$ cat src/rtl/bfdep_pkg.sv
package bfdep_pkg;
   localparam logic [5:0] MAJOR_DEPOSIT = 6'h35;

   typedef enum logic [1:0] {
      FORM_NONE,
      FORM_VARPOS,
      FORM_REGIMM,
      FORM_IMMIMM
   } dep_form_e;

   typedef struct packed {
      logic      hit;
      dep_form_e form;
      logic      merge;
      logic      use_imm;
      logic [4:0] clen;
      logic [4:0] ipos;
      logic [4:0] tgt_idx;
      logic [4:0] src_idx;
      logic [2:0] cond;
      logic [4:0] imm5;
   } dep_fields_t;
endpackage

$ cat src/rtl/bfdep_decode.sv
module bfdep_decode
   import bfdep_pkg::*;
(
   input  logic [31:0] insn,
   output dep_fields_t fields
);
   logic major_ok;

   always_comb begin
      major_ok       = (insn[31:26] == MAJOR_DEPOSIT);
      fields         = '0;
      fields.clen    = insn[4:0];
      fields.ipos    = insn[9:5];
      fields.merge   = insn[10];
      fields.cond    = insn[15:13];
      fields.src_idx = insn[20:16];
      fields.imm5    = insn[20:16];
      fields.tgt_idx = insn[25:21];
      fields.form    = FORM_NONE;
      if (major_ok) begin
         if (!insn[11] && (insn[9:5] == 5'd0))
            fields.form = FORM_VARPOS;
         else if (insn[12:11] == 2'b01)
            fields.form = FORM_REGIMM;
         else if (insn[12:11] == 2'b11)
            fields.form = FORM_IMMIMM;
      end
      fields.hit     = (fields.form != FORM_NONE);
      fields.use_imm = (fields.form == FORM_IMMIMM) ||
                       ((fields.form == FORM_VARPOS) && insn[12]);
   end
endmodule

$ cat src/rtl/bfdep_field_mask.sv
module bfdep_field_mask #(
   parameter  int XLEN       = 32,
   parameter  int MASK_STYLE = 0,
   localparam int POSW       = $clog2(XLEN),
   localparam int LENW       = POSW + 1
) (
   input  logic [POSW-1:0] pos,
   input  logic [LENW-1:0] len,
   output logic [XLEN-1:0] mask
);
   generate
      if (MASK_STYLE == 0) begin : g_shift
         logic [XLEN-1:0] low_ones;
         always_comb begin
            if (len == LENW'(XLEN))
               low_ones = '1;
            else
               low_ones = (XLEN'(1) << len) - XLEN'(1);
            mask = low_ones << pos;
         end
      end else begin : g_compare
         logic [LENW:0] lim;
         assign lim = (LENW+1)'(pos) + (LENW+1)'(len);
         for (genvar i = 0; i < XLEN; i++) begin : g_bit
            assign mask[i] = ((LENW+1)'(i) >= (LENW+1)'(pos)) &&
                             ((LENW+1)'(i) < lim);
         end
      end
   endgenerate
endmodule

$ cat src/rtl/bfdep_merge.sv
module bfdep_merge #(
   parameter  int XLEN = 32,
   localparam int POSW = $clog2(XLEN)
) (
   input  logic [XLEN-1:0] value,
   input  logic [XLEN-1:0] base,
   input  logic [XLEN-1:0] mask,
   input  logic [POSW-1:0] pos,
   input  logic            merge,
   output logic [XLEN-1:0] word
);
   logic [XLEN-1:0] placed;
   logic [XLEN-1:0] kept;

   always_comb begin
      placed = (value << pos) & mask;
      kept   = merge ? (base & ~mask) : '0;
      word   = placed | kept;
   end
endmodule

$ cat src/rtl/bfdep_unit.sv
module bfdep_unit
   import bfdep_pkg::*;
#(
   parameter  int XLEN       = 32,
   parameter  int MASK_STYLE = 0,
   localparam int POSW       = $clog2(XLEN),
   localparam int LENW       = POSW + 1
) (
   input  logic            clk,
   input  logic            rst_n,
   input  logic            in_valid,
   input  logic [31:0]     insn,
   input  logic [XLEN-1:0] tgt_val,
   input  logic [XLEN-1:0] src_val,
   input  logic [POSW-1:0] sar,
   output logic            out_valid,
   output logic [XLEN-1:0] result,
   output logic [4:0]      wr_idx,
   output logic            wr_en,
   output logic [2:0]      cond
);
   generate
      if (XLEN != 32) begin : g_bad_width
         $error("bfdep_unit: instruction fields fix XLEN at 32");
      end
      if ((MASK_STYLE != 0) && (MASK_STYLE != 1)) begin : g_bad_style
         $error("bfdep_unit: MASK_STYLE must be 0 or 1");
      end
   endgenerate

   dep_fields_t     f;
   logic [LENW-1:0] fld_len;
   logic [POSW-1:0] fld_pos;
   logic [XLEN-1:0] imm_ext;
   logic [XLEN-1:0] src_eff;
   logic [XLEN-1:0] base_eff;
   logic [XLEN-1:0] ins_val;
   logic [XLEN-1:0] fld_mask;
   logic [XLEN-1:0] word;

   bfdep_decode u_dec (
      .insn   (insn),
      .fields (f)
   );

   always_comb begin
      fld_len  = LENW'(XLEN) - LENW'(f.clen);
      fld_pos  = (f.form == FORM_VARPOS) ? (sar ^ POSW'(XLEN-1)) : f.ipos;
      imm_ext  = {{(XLEN-5){f.imm5[4]}}, f.imm5};
      src_eff  = (f.src_idx == 5'd0) ? '0 : src_val;
      base_eff = (f.tgt_idx == 5'd0) ? '0 : tgt_val;
      ins_val  = f.use_imm ? imm_ext : src_eff;
   end

   bfdep_field_mask #(.XLEN(XLEN), .MASK_STYLE(MASK_STYLE)) u_mask (
      .pos  (fld_pos),
      .len  (fld_len),
      .mask (fld_mask)
   );

   bfdep_merge #(.XLEN(XLEN)) u_merge (
      .value (ins_val),
      .base  (base_eff),
      .mask  (fld_mask),
      .pos   (fld_pos),
      .merge (f.merge),
      .word  (word)
   );

   always_ff @(posedge clk or negedge rst_n) begin
      if (!rst_n) begin
         out_valid <= 1'b0;
         result    <= '0;
         wr_idx    <= '0;
         wr_en     <= 1'b0;
         cond      <= '0;
      end else begin
         out_valid <= in_valid && f.hit;
         wr_en     <= in_valid && f.hit && (f.tgt_idx != 5'd0);
         if (in_valid && f.hit) begin
            result <= word;
            wr_idx <= f.tgt_idx;
            cond   <= f.cond;
         end
      end
   end
endmodule

$ cat config.mk
export PLATFORM = sky130hd
export DESIGN_NAME = bfdep_unit
export DESIGN_NICKNAME = d
export VERILOG_FILES = /design/src/rtl/bfdep_pkg.sv /design/src/rtl/bfdep_decode.sv /design/src/rtl/bfdep_field_mask.sv /design/src/rtl/bfdep_merge.sv /design/src/rtl/bfdep_unit.sv
export SDC_FILE = /design/constraint.sdc
export NUM_CORES = 1
export LEC_CHECK = 0
export BUFFER_PORTS_ARGS = -buffer_cell sky130_fd_sc_hd__buf_4
export CELL_PAD_IN_SITES_DETAIL_PLACEMENT = 0
export CELL_PAD_IN_SITES_GLOBAL_PLACEMENT = 2
export CORE_MARGIN = 10
export CORE_UTILIZATION = 30
export CTS_CLUSTER_SIZE = 24
export DETAILED_ROUTE_END_ITERATION = 16
export PLACE_DENSITY = 0.74
export SLEW_MARGIN = 20
export SYNTH_ARGS = -nofsm -noshare
export SYNTH_HDL_FRONTEND = slang
export SYNTH_HIERARCHICAL = 1
export SYNTH_SLANG_ARGS = --single-unit
$ cat constraint.sdc
create_clock -name clk -period 2.5 [get_ports clk]
set_clock_uncertainty 0.1 [all_clocks]
set_input_delay 0.375 -clock clk [delete_from_list [all_inputs] [get_ports clk]]
set_output_delay 0.375 -clock clk [all_outputs]
set_load 0.02 [all_outputs]
==> results of run 1 <==
## metal layers
layer	vias to the layer above	share of wire, %	GRT usage (%)
li1	4538	-	-
met1	4740	41	24.7
met2	280	52	36.4
met3	73	4.2	2.35
met4	0	3.3	6.38
met5	-	0	0
## cells by family (layout without fill, tap and decap cells)
| kind of cell | after synthesis | count (layout) | synth area share (%) |
|---|---|---|---|
| buf+inv | 154 | 510 | 10.5 |
| flops | 42 | 42 | 13.4 |
| compound gates | 336 | 336 | 30.2 |
| fa+ha+maj | 2 | 2 | 0.319 |
| simple gates | 339 | 339 | 22.1 |
| xor+xnor | 3 | 3 | 0.335 |
| mux | 134 | 134 | 23.1 |
## sequential cells by signal, indices dropped and copies added (netlist names)
name and cells:
out_valid 1, result 32, cond 3, wr_idx 5, wr_en 1
## cell usage after synthesis, types with 13 or more instances
library cell,number,area [µm²]
mux2i_1,46,460
nor2_1,70,263
nand3_1,40,200
buf_4,33,248
mux2_2,54,608
o22ai_1,15,93.8
clkbuf_1,50,188
a211oi_1,13,97.6
inv_1,20,75.1
mux4_2,31,698
a22oi_1,37,278
o21ai_1,15,75.1
o21ai_0,34,170
nand2b_1,37,231
a31oi_1,21,131
a21oi_1,61,305
o211ai_1,15,113
nand2_1,106,398
dfrtp_1,42,1050
a21boi_0,33,248
buf_2,32,160
nor3_1,17,85.1
## power breakdown
group	internal (µW)	switching (µW)	leakage (µW)	total, µW
registers	723	27.4	0.000578	751
logic	1350	1400	0.00501	2750
clock network	396	292	0.0000729	688
total	2470	1720	0.00566	4190
## layout make-up
cell class              instances  share of cell area, %
inverters                      24                  0.789
clock inverters                 2                 0.0963
well taps                     335                   3.23
flip-flops and latches         42                   8.09
multi-input cells             814                   55.6
repair buffers                478                   31.1
clock buffers                   6                   1.07
## how the worst min path moves through the flow
stage | from | to | slack, ps | depth (start not counted)
CTS | insn[13] | cond[0] | 210 | 2
finish | insn[13] | cond[0] | 220 | 2
floorplan | rst_n | cond[0] | -20 | 0
global placement | rst_n | wr_idx[2] | 310 | 1
detailed placement | rst_n | cond[1] | 310 | 1
global route | insn[14] | cond[1] | 210 | 2
## per-stage QoR
step / area (µm²) / setup TNS, ps / setup slack, ps / instances
floorplan: 8210 / -40310 / -1760 / 1010
global placement: 11200 / -48980 / -1820 / 1640
detailed placement: 11200 / -50670 / -1900 / 1640
CTS: 12300 / -37970 / -1520 / 1672
global route: 13000 / -45290 / -1720 / 1701
finish: 13000 / -39560 / -1550 / 1701
## cell usage in the layout, fill, tap and decap left out, types with 9 or more instances in the layout
| master | synthesis | routed |
|---|---|---|
| mux4_2 | 31 | 31 |
| mux2i_1 | 46 | 34 |
| a31oi_1 | 21 | 16 |
| a211oi_1 | 13 | 10 |
| o211ai_1 | 15 | 15 |
| a21boi_0 | 33 | 32 |
| o21ai_0 | 34 | 21 |
| a22oi_2 | 1 | 9 |
| mux2_4 | 0 | 13 |
| a22oi_1 | 37 | 29 |
| nand3_1 | 40 | 29 |
| o22ai_1 | 15 | 9 |
| nor2_2 | 0 | 9 |
| mux2_2 | 54 | 41 |
| o21ai_1 | 15 | 14 |
| nor2_1 | 70 | 53 |
| nand2b_1 | 37 | 35 |
| buf_4 | 33 | 410 |
| nand2_1 | 106 | 102 |
| buf_12 | 1 | 16 |
| a21oi_2 | 1 | 14 |
| a21oi_1 | 61 | 44 |
| dfrtp_1 | 42 | 42 |
| inv_1 | 20 | 16 |
| o21ai_2 | 1 | 13 |
| buf_6 | 8 | 41 |
## repair_timing
action,4_1_cts,5_1_grt
setup endpoints to repair,32,32
endpoints found under the hold margin,5,0
buffers inserted,24,32
cloned,0,3
pin swaps,50,59
hold buffers,1,0
gates resized for setup,146,104
## critical path, cell delays in order
cell,delay (ps)
buf_8,100
inv_4,50
ha_4,120
nor3b_4,200
xnor2_2,120
nor4_4,300
nand3b_1,170
ha_4,230
or4_4,440
o31ai_4,260
a21oi_2,80
o2111a_2,300
buf_6,130
a2111oi_4,340
a221o_1,230
o2bb2ai_2,120
o22ai_1,90
a31o_1,200
mux2_4,260
==> results.txt, run 1 <==
Via count -> 9631
Chip height -> 182 µm
Clk pin slew, worst setup/hold paths -> 70 ps
GRT Total Usage -> 20.3%
Final Cycle Share -> 162%
Worst setup slack after layout -> -1550 ps
Yosys reg bits -> 42
Residual DRC count -> 0
Wire length per cell -> 21.2 µm
Mapped Cells -> 1010
Vias in the first global route -> 9638
PortBufs -> 145
Ant diodes -> 0
Vias per inst -> 5.66
Synth cell types -> 96
Slew Limit Fails -> 0
Max Cap Viol -> 0
Reg2reg end -> result[24]
Ys async rst share -> 100%
CP endpoint -> result[22]
Layout cells sized above 1 -> 55.4%
Worst-Margin Slew -> 621 ps
Core ar. -> 25900 µm²
Sequential area share after synthesis -> 13.4%
Power Dens Cells -> 323 nW/µm²
Mapped Area -> 7850 µm²
Clk buf depth -> 2
GPL Wtd Cong -> 0.923
Fmax achieved -> 247 MHz
Outcome -> complete, but fails checks
Worst endpoint data arrival time -> 4130 ps
# setup viols final -> 32
Largest fanout on the critical path -> 6
Worst-skew pair later-pin latency -> 290 ps
Largest net degree at the start of global routing -> 44
Num CTS Buffers -> 5
CP Capture Type -> register
Cell row count -> 59
Drt total wl -> 36.1 mm
WS Path Type -> in -> reg
CP required -> 2580 ps
Worst min path class -> in -> reg
Final Critical Period -> 4050 ps
DRT Pass-1 Iters -> 7
Detailed placement HPWL -> 27.8 mm
Antenna-violating nets left -> 0
Finished Core Util -> 50.2%
Hold Slack -> 217 ps
Layout area overhead -> 65.6%
YS warnings -> 6
Root buf cell -> clkbuf_16
RR Startpoint -> result[24]
Power Total -> 4190 µW
Initial core utilization -> 30.3%
CP Launch Type -> input port
Worst VDD drop -> 253 µV
First-pass GRT wire length -> 54.9 mm
Leakage power -> 0.00566 µW
Area of the multi-input gates -> 7230 µm²
RSZ-0062 raised after global routing -> true
FF-to-FF setup slack -> 1560 ps
Initial DRC count -> 621
Clock Sinks -> 42
H-tree levels -> 2
Failing checks -> negative setup slack
Total gr overflow -> 0
Syn_area_per_cell -> 7.77 µm²
Syn Nets -> 1116
Max-slew headroom -> 58.1%
Ports -> 146
Crit. Startpoint -> insn[0]
Final Hold Vio Count -> 0
CTS tree -> done
Top FF cell, synth -> dfrtp_1
R2R depth -> 1
Die Area -> 33000 µm²
Die width -> 182 µm
Final nets -> 1471
EDFF count, synth -> 0
Initial antenna violation count -> 0
# fillers -> 2494
Register Area -> 1050 µm²
(Power assumes the default switching activity.)
==> run 2, diff against run 1 <==
--- a/config.mk
+++ b/config.mk
@@ -10,6 +10,7 @@
 export CELL_PAD_IN_SITES_GLOBAL_PLACEMENT = 2
 export CORE_MARGIN = 10
 export CORE_UTILIZATION = 30
+export CTS_BUF_LIST = sky130_fd_sc_hd__clkbuf_16
 export CTS_CLUSTER_SIZE = 24
 export DETAILED_ROUTE_END_ITERATION = 16
 export PLACE_DENSITY = 0.74
==> results.txt, run 2 (same netlist as run 1, synthesis figures left out) <==
Final nets -> 1455 (-1.1%)
Leakage power -> 0.00555 µW (-2.0%)
Initial core utilization -> 30.3% (unchanged)
First-pass GRT wire length -> 54.9 mm (about the same)
Detailed placement HPWL -> 27.8 mm (unchanged)
Worst endpoint data arrival time -> 4080 ps (-50 ps)
Reg2reg end -> result[24]
Clk buf depth -> 2 (unchanged)
Crit path top cell by count -> buf_6
Root buf cell -> clkbuf_16
Largest Register -> result
Worst-Margin Slew -> 616 ps (-4.73 ps)
Num CTS Buffers -> 5 (unchanged)
Cell row count -> 59 (unchanged)
# setup viols final -> 32 (unchanged)
CP Launch Type -> input port
Hold Slack -> 218 ps (+1.00 ps)
Final Cycle Share -> 160% (-2.1 points)
Ant diodes -> 0 (unchanged)
H-tree levels -> 2 (unchanged)
Via count -> 9525 (-1.1%)
Worst setup slack after layout -> -1500 ps (+52.7 ps)
Worst min path class -> in -> reg
CTS tree -> done
Number of flip-flops in the largest register -> 32 (unchanged)
Setup WS pre-CTS -> -1900 ps (unchanged)
PortBufs -> 145 (unchanged)
Clock power share -> 15.9% (-0.5 points)
Max-slew headroom -> 58.4% (+0.32 points)
Initial DRC count -> 647 (+4.2%)
Most frequent cells in the layout -> buf_4 (410), nand2_1 (101), nor2_1 (52)
Drt total wl -> 35.5 mm (-1.7%)
Switch Pwr -> 1710 µW (-0.65%)
Total gr overflow -> 0 (unchanged)
Failing checks -> negative setup slack
RR Startpoint -> result[24]
Max Cap Viol -> 0 (unchanged)
Fmax achieved -> 250 MHz (+1.3%)
RSZ-0062 raised after global routing -> true
Flop pwr share -> 18.2% (+0.3 points)
Int Pwr -> 2420 µW (-2.2%)
Layout cells sized above 1 -> 54.7% (-0.68 points)
Critical Path Max Stage Delay -> 440 ps (about the same)
Sw frac -> 41.4% (+0.39 points)
WS Path Type -> in -> reg
Vias per inst -> 5.65 (-0.16%)
CP required -> 2580 ps (about the same)
Crit path max-delay family -> compound AO/OA/AOI/OAI gates
Worst Min Path Start -> insn[13]
Clk pin slew, worst setup/hold paths -> 70 ps (about the same)
Wire length per cell -> 21.1 µm (-0.80%)
Vias in the first global route -> 9651 (+0.13%)
Ports -> 146 (unchanged)
CP Capture Type -> register
Largest net degree at the start of global routing -> 44 (unchanged)
Largest fanout on the critical path -> 6 (unchanged)
# fillers -> 2511 (+0.68%)
Power Dens Cells -> 323 nW/µm² (about the same)
Hold path cells -> 2 (unchanged)
Worst VDD drop -> 300 µV (+18%)
Layout area overhead -> 63.0%
Crit-path slowest cell -> or4_4
Final Hold Vio Count -> 0 (unchanged)
Hold Crit Endpoint -> cond[0]
Biggest regs -> result x32, wr_idx x5, cond x3
GRT Total Usage -> 20.3% (about the same)
Residual DRC count -> 0 (unchanged)
Slew Limit Fails -> 0 (unchanged)
Comb pwr share -> 65.9% (+0.2 points)
Die Area -> 33000 µm² (unchanged)
Initial antenna violation count -> 0 (unchanged)
FF-to-FF setup slack -> 1560 ps (about the same)
Antenna-violating nets left -> 0 (unchanged)
Crit-path cells -> buf_6, or3_4, xor2_4, nor4_4, nand2_2, ha_4, or4_4, o31ai_4, a21oi_2, o2111a_2, buf_6, a2111oi_4, a221o_1, o2bb2ai_2, o22ai_1, a31o_1, mux2_4
Power Total -> 4130 µW (-1.6%)
Worst-skew pair later-pin latency -> 290 ps (about the same)
R2R depth -> 1 (unchanged)
CP bufs+invs -> 2 (-1)
Clock Sinks -> 42 (unchanged)
Final Critical Period -> 4000 ps (-52.7 ps)
DRT Pass-1 Iters -> 5 (-2)
Core ar. -> 25900 µm² (unchanged)
Outcome -> complete, but fails checks
Leading cell type in the layout, fill and taps excluded -> buf_4
GPL Wtd Cong -> 0.923 (unchanged)
Chip height -> 182 µm (unchanged)
Die width -> 182 µm (unchanged)
run 2: through the flow:
stage               TNS (ps)  cell area [µm²]  cells  util (%)
floorplan             -40310             8210   1010         -
global placement      -48980            11200   1640      43.4
detailed placement    -50670            11200   1640      43.4
CTS                   -37790            12300   1673      47.4
global route          -43400            12800   1685      49.4
finish                -37850            12800   1685      49.4
run 2: final cells by class:
type | count | area, µm² | share of cell area, %
multi-input combinational | 814 | 7240 | 56.6
timing repair buffer | 462 | 3840 | 30.0
sequential | 42 | 1050 | 8.22
tap | 335 | 419 | 3.28
clock buffer | 5 | 125 | 0.978
inverter | 24 | 100 | 0.782
clock inverter | 3 | 16.3 | 0.127
run 2: how the worst max path moves through the flow:
| stage | from | endpoint | depth (start not counted) |
|---|---|---|---|
| finish | insn[2] | result[22] | 17 |
| global route | insn[0] | result[22] | 19 |
| CTS | insn[0] | result[27] | 20 |
| detailed placement | insn[0] | result[25] | 19 |
| global placement | insn[0] | result[25] | 19 |
| floorplan | insn[1] | result[24] | 17 |
run 2: per-layer routing:
| layer | vias up | global-route usage [%] | part of all wire (%) |
|---|---|---|---|
| met2 | 270 | 36.4 | 52 |
| met5 | - | 0 | 0 |
| li1 | 4505 | - | - |
| met1 | 4686 | 24.7 | 41 |
| met4 | 0 | 6.28 | 3.2 |
| met3 | 64 | 2.29 | 4.4 |
run 2: power by group through the flow:
stage                     combinational [µW]  sequential (µW)  clock, µW
after floorplan                         1240              811          0
after global placement                  2330              760          0
after detailed placement                2330              762          0
after CTS                               2570              750        667
after global routing                    2890              754        693
final                                   2720              750        655
run 2: what timing repair did:
item | in CTS | in global routing
setup endpoints to repair | 32 | 32
pin swaps | 51 | 55
cloned | 0 | 1
endpoints found under the hold margin | 5 | 0
hold buffers | 1 | 0
buffers inserted | 25 | 15
gates resized for setup | 151 | 79
